File: src/rtl/tile_mark_extract.sv
module tile_mark_extract #(
  parameter int PIX_W      = 8,
  parameter int SMOOTH_PLN = 3,
  parameter int BUSY_PLN   = 5
) (
  input  logic                 clk,
  input  logic                 rst_n,
  input  logic                 valid_in,
  input  logic [9*PIX_W-1:0]   tile_in,
  output logic                 valid_out,
  output logic                 mark_out,
  output logic                 busy_out,
  output logic [3:0]           ones_out
);

  localparam int NPIX     = 9;
  localparam int TOP      = PIX_W - 1;
  localparam int SMOOTH_I = SMOOTH_PLN - 1;
  localparam int BUSY_I   = BUSY_PLN - 1;

  logic [NPIX-1:0] tops, lo_bits, hi_bits, carrier;
  logic [3:0]      top_sum, ones;
  logic            busy;

  for (genvar k = 0; k < NPIX; k++) begin : g_pix
    assign tops[k]    = tile_in[k*PIX_W + TOP];
    assign lo_bits[k] = tile_in[k*PIX_W + SMOOTH_I];
    assign hi_bits[k] = tile_in[k*PIX_W + BUSY_I];
  end

  always_comb begin
    top_sum = '0;
    ones    = '0;
    for (int k = 0; k < NPIX; k++) begin
      top_sum = top_sum + 4'(tops[k]);
      ones    = ones + 4'(carrier[k]);
    end
  end

  assign busy    = (top_sum >= 4'd4) && (top_sum <= 4'd6);
  assign carrier = busy ? hi_bits : lo_bits;

  always_ff @(posedge clk) begin
    if (!rst_n) begin
      valid_out <= 1'b0;
      mark_out  <= 1'b0;
      busy_out  <= 1'b0;
      ones_out  <= '0;
    end else begin
      valid_out <= valid_in;
      if (valid_in) begin
        mark_out <= ones > 4'd4;
        busy_out <= busy;
        ones_out <= ones;
      end
    end
  end

  a_r5_valid_follows: assert property (@(posedge clk) disable iff (!rst_n)
    valid_in |=> valid_out);
  a_r6_valid_drops: assert property (@(posedge clk) disable iff (!rst_n)
    !valid_in |=> !valid_out);
  a_r6_hold: assert property (@(posedge clk) disable iff (!rst_n)
    !valid_in |=> ($stable(mark_out) && $stable(busy_out) && $stable(ones_out)));
  a_r4_count_range: assert property (@(posedge clk) disable iff (!rst_n)
    ones_out <= 4'd9);
  a_r3_vote_matches_count: assert property (@(posedge clk) disable iff (!rst_n)
    valid_out |-> (mark_out == (ones_out >= 4'd5)));

endmodule

File: config.mk
export PLATFORM = sky130hd
export DESIGN_NAME = tile_mark_extract
export DESIGN_NICKNAME = d
export VERILOG_FILES = /design/src/rtl/tile_mark_extract.sv
export SDC_FILE = /design/constraint.sdc
export NUM_CORES = 1
export LEC_CHECK = 0
export BUFFER_PORTS_ARGS = -buffer_cell sky130_fd_sc_hd__buf_4
export CAP_MARGIN = 20
export CORE_AREA = 2 2 51 53
export CTS_CLUSTER_SIZE = 30
export DETAILED_ROUTE_END_ITERATION = 7
export DIE_AREA = 0 0 53 55
export GPL_ROUTABILITY_DRIVEN = 0
export MAX_ROUTING_LAYER = met4
export PLACE_DENSITY = 0.95
export SLEW_MARGIN = 30
export SYNTH_ARGS = -nofsm -noshare
export SYNTH_HDL_FRONTEND = slang
export SYNTH_SLANG_ARGS = --single-unit
File: constraint.sdc
create_clock -name clk -period 23.8 [get_ports clk]
set_input_delay 4.76 -clock clk [delete_from_list [all_inputs] [get_ports clk]]
set_output_delay 4.76 -clock clk [all_outputs]
set_load 0.1 [all_outputs]
## Word-level counts from Yosys, hierarchy flattened

Index checks and enable logic that the tools add are counted.

| operators by class | value |
|---|---|
| order comparisons | 3 |
| mux-type cells | 1 |
| reduce and logical (&&, ||, !) cells | 1 |
| add/subtract/negate cells | 16 |

Operators with widths:

| cell | number |
|---|---|
| 4-bit by 1-bit adder with 4-bit output | 10 |
| 9-bit 2-to-1 mux | 1 |
| 3-bit by 1-bit adder with 4-bit output | 2 |
| 2-bit by 1-bit adder with 3-bit output | 2 |
| 1-bit by 1-bit adder with 2-bit output | 2 |
| 4-bit by 3-bit greater-or-equal comparator with 1-bit output, second input constant | 1 |
| 4-bit by 3-bit greater-than comparator with 1-bit output, second input constant | 1 |
| 4-bit by 3-bit <= comparator with 1-bit output, second input constant | 1 |
| 1-bit logical AND | 1 |

| word-level totals | value |
|---|---|
| register bits after elaboration | 7 |
| logic and storage cells | 25 |

## Longest topological paths before layout

| logic depth | value |
|---|---|
| word-level depth | 20 |
| mapped depth | 23 |
| depth with buffers taken out | 21 |

## Worst setup path before layout

OpenSTA, ideal clock, no wires.

| path | value |
|---|---|
| path kind | input to register |
| start point | input tile_in[7] |
| end point | register mark_out |
| library setup time | 119 ps |
| arrival | 10,650 ps |
| stages on the path | 21 |
| buffers on the path | 1 |
| data required time | 23,681 ps |
| setup slack | 13,031 ps |
| cells stage by stage | inv_1 > fa_1 > fa_1 > fa_1 > fa_1 > fa_1 > or2_2 > buf_1 > nand3_1 > o211a_1 > fa_1 > fa_1 > inv_1 > fa_1 > inv_1 > fa_1 > inv_1 > fa_1 > nor2b_1 > o31ai_1 > o21bai_1 |

| between the ends | value |
|---|---|
| longest elaborated chain between the ends | 20 |
| elaborated cells between the ends (all ways) | 21 |
| those cells by class | add/sub: 16; order compare: 3; mux: 1; reduce/logical: 1 |

Ends and longest elaborated chain:

| item | line | source |
|---|---|---|
| start: declaration | 9 | `input logic [9*PIX_W-1:0] tile_in,` |
| 1-bit by 1-bit adder with 2-bit output * | 35 | `top_sum = top_sum + 4'(tops[k]);` |
| 2-bit by 1-bit adder with 3-bit output * | 35 |  |
| 3-bit by 1-bit adder with 4-bit output * | 35 |  |
| 4-bit by 1-bit adder with 4-bit output * (5 in series) | 35 |  |
| 4-bit by 3-bit greater-or-equal comparator with 1-bit output / 4-bit by 3-bit <= comparator with 1-bit output (equally long branches) | 40 | `assign busy = (top_sum >= 4'd4) && (top_sum <= 4'd6);` |
| 1-bit logical AND * | 40 |  |
| 9-bit 2-to-1 mux * | 41 | `assign carrier = busy ? hi_bits : lo_bits;` |
| 1-bit by 1-bit adder with 2-bit output | 36 | `ones = ones + 4'(carrier[k]);` |
| 2-bit by 1-bit adder with 3-bit output | 36 |  |
| 3-bit by 1-bit adder with 4-bit output | 36 |  |
| 4-bit by 1-bit adder with 4-bit output (4 in series) | 36 |  |
| 4-bit by 1-bit adder with 4-bit output * | 36 |  |
| via ones[1] | 22 | `logic [3:0] top_sum, ones;` |
| 4-bit by 3-bit greater-than comparator with 1-bit output * | 52 | `mark_out <= ones > 4'd4;` |
| end signal: assignment | 52 |  |
| end: declaration | 11 | `output logic mark_out,` |

The timed path passes the listed nets; every way through them passes the cells marked *.
A chain may end at the register's enable or synchronous reset.

## Worst setup path in the final report

Ends and elaborated chain as after synthesis.

==> flow_summary.yaml <==
floorplan:
  fp.dieW_microns: 53
  boundaryPins: 82
  die_area_sq_um: 2920
  core_sq_um: 2360
  rows: 18
  start_util_pct: 39.6
  die_y_microns: 55
cts:
  ctsHoldBuffers: 0
  cts_setup_buffers: 0
  clk_path_buf_depth: 2
  htree_num_levels: 1
  clk_latency_ps: 250
  cts_tree: "built"
  numClockSinks: 7
  cts-resized-gates: 0
  clk_pin_slew_ps: 50
  cts-root-buf: "clkbuf_4"
  numCtsBuffers: 3
global_route:
  grt_pass1_wl_microns: 3510
  grt_max_degree: 13
  grt_use_total_pct: 17.0
  antenna_found_initial: 0
  grt_overflow: 0
  grt_pass1_vias: 943
timing:
  finalHoldViolations: 0
  fin_hold_ws_ps: 492
  fin_crit_sh_pct: 46.2
  layout_min_cycle_time_ps: 10980
  slew_violations: 0
  rsz0062_at_grt: "no"
  slew_headroom_pct: 52.6
  tns_ps: 0
  fin_skew_ps: 0
  worst_pin_slew_ps: 710
  fmax_mhz: 91.0
  finalSetupViolCount: 0
synth:
  synthTopCellsByArea: "fa_1 21%, dfxtp_1 15%, o211ai_1 9.6%, inv_1 8.0%, o211a_1 7.5%"
  yosysSeqAreaShare_pct: 15.0
  synth_top_area_share_pct: 21.4
  synth_cell_types: 26
  syn_nets: 199
  ys.flop_type: "dfxtp_1"
  yosys_warnings: 0
  synthTopCellsByCount: "20 x inv_1, 12 x o211ai_1, 10 x fa_1"
  synth_edf_count: 0
  ys_ff_latch: 7
  synth_most_common_cell: "inv_1"
  synth_largest_area_cell: "fa_1"
  syn-instance-count: 110
  synth_area_per_cell_sq_um: 8.51
  synth_area_sq_um: 936
  async_flop_share_pct: 0
finish:
  diodes: 0
  regArea_sq_um: 140
  fillers: 216
  fin_area_sq_um: 1220
  fin_nets: 232
  syn2layout_area_growth_pct: 30.6
  multi_input_area_sq_um: 673
  stdcell_count: 172
  layout-drive-gt1-share_pct: 28.9
placement:
  placed_cell_area_sq_um: 1200
  dp_hpwl_microns: 1870
  portBuffers: 36
  place_inst: 168
setup_path:
  cp-start-kind: "primary input"
  cp.arrival_ps: 11120
  ff2ff_path_depth: 3
  cp_max_fo: 10
  path_class: "primary input to flip-flop"
  end_kind: "flip-flop"
  required_ps: 23940
routing:
  ant_nets: 0
  avgRoutedWirePerCell_microns: 13.5
  drtPass1Iterations: 5
  drt-initial-drc-count: 27
  drt-vias-per-instance: 5.48
  routed_wl_microns: 2330
  drc: 0
  vias: 943
outcome:
  status: "complete, no violations"
power_and_ir_drop:
  p_leak_nw: 0.605
  vdd_drop_max_uv: 85.1
  power.density_nw_per_um2: 153
  power_mw: 0.187
min_path:
  min_path_type: "flip-flop to flip-flop"
  min_path_cells: 2
job:
  drv_cap: 0
## stage by stage
| stage | utilization (%) | setup WS [ps] |
|---|---|---|
| after global placement | 50.6 | 12710 |
| after global routing | 51.7 | 12580 |
| after floorplan | - | 13030 |
| after detailed placement | 50.6 | 12590 |
| final | 51.7 | 12820 |
| after CTS | 51.7 | 12850 |
## cell type report
type,instances,area share [%]
tap,30,3.07
inverter,20,6.14
clock buffer,4,2.15
timing repair buffer,36,22.1
multi-input combinational,75,55.1
sequential,7,11.5
## flip-flops by register name (all words and copies together), names as in the netlist
signal,cells
mark_out,1
valid_out,1
ones_out,4
busy_out,1
## critical path, stage by stage
cell and delay [ps]:
buf_4 70, inv_1 40, fa_1 550, fa_1 440, fa_1 460, fa_1 410, fa_1 460, nor2_1 530
o21ai_0 220, o211a_1 190, fa_1 500, fa_1 540, inv_1 50, fa_1 530, inv_1 60, fa_1 430
inv_1 80, fa_1 440, nor2b_1 130, o31ai_1 70, o21bai_1 150
## logic make-up (layout without fill, tap and decap cells)
kind of cell,Yosys count,after routing,share of synthesized area [%]
AOI/OAI and AO/OA,35,35,29.4
adders and majority gates,14,14,26.7
buffers and inverters,28,60,13.1
xor gates and xnor gates,1,1,0.936
and+or+nand+nor,24,24,13.8
DFF,7,7,15.0
muxes,1,1,1.07
## placed cells by master (no fill, tap or decap), drive strengths merged
cell,netlist,layout
nand2,1,1
o211a,7,7
o21a,1,1
o211ai,12,12
nand3b,2,2
o31ai,1,1
nor2b,4,4
nor2,4,4
xnor2,1,1
or2,1,1
dfxtp,7,7
mux2i,1,1
a21oi,1,1
fa,10,10
buf,7,36
o41ai,1,1
nand3,9,9
a211oi,2,2
nand2b,3,3
clkbuf,1,4
o21ai,9,9
ha,4,4
inv,20,20
o21bai,1,1
## report_power, final
part | switching [mW] | internal [mW] | leakage (nW) | total (mW)
logic | 0.0958 | 0.0636 | 0.532 | 0.159
registers | 0.00167 | 0.0156 | 0.0578 | 0.0173
clock network | 0.00410 | 0.00638 | 0.0150 | 0.0105
## worst paths after layout
path | slack [ps] | startpoint | to
max | 12820 | tile_in[7] | mark_out$_SDFFE_PN0P_
min | 490 | ones_out[2]$_SDFFE_PN0P_ | ones_out[2]$_SDFFE_PN0P_
max reg2reg | 23090 | mark_out$_SDFFE_PN0P_ | mark_out$_SDFFE_PN0P_
min reg2reg | 490 | ones_out[2]$_SDFFE_PN0P_ | ones_out[2]$_SDFFE_PN0P_
## layer usage
layer,GRT usage (%),wire [microns],vias to the layer above
li1,-,-,442
met1,16.7,850,446
met2,31.7,1310,47
met3,3.49,129,8
met4,8.97,41,0
met5,-,0,-
(Power assumes the default switching activity.)
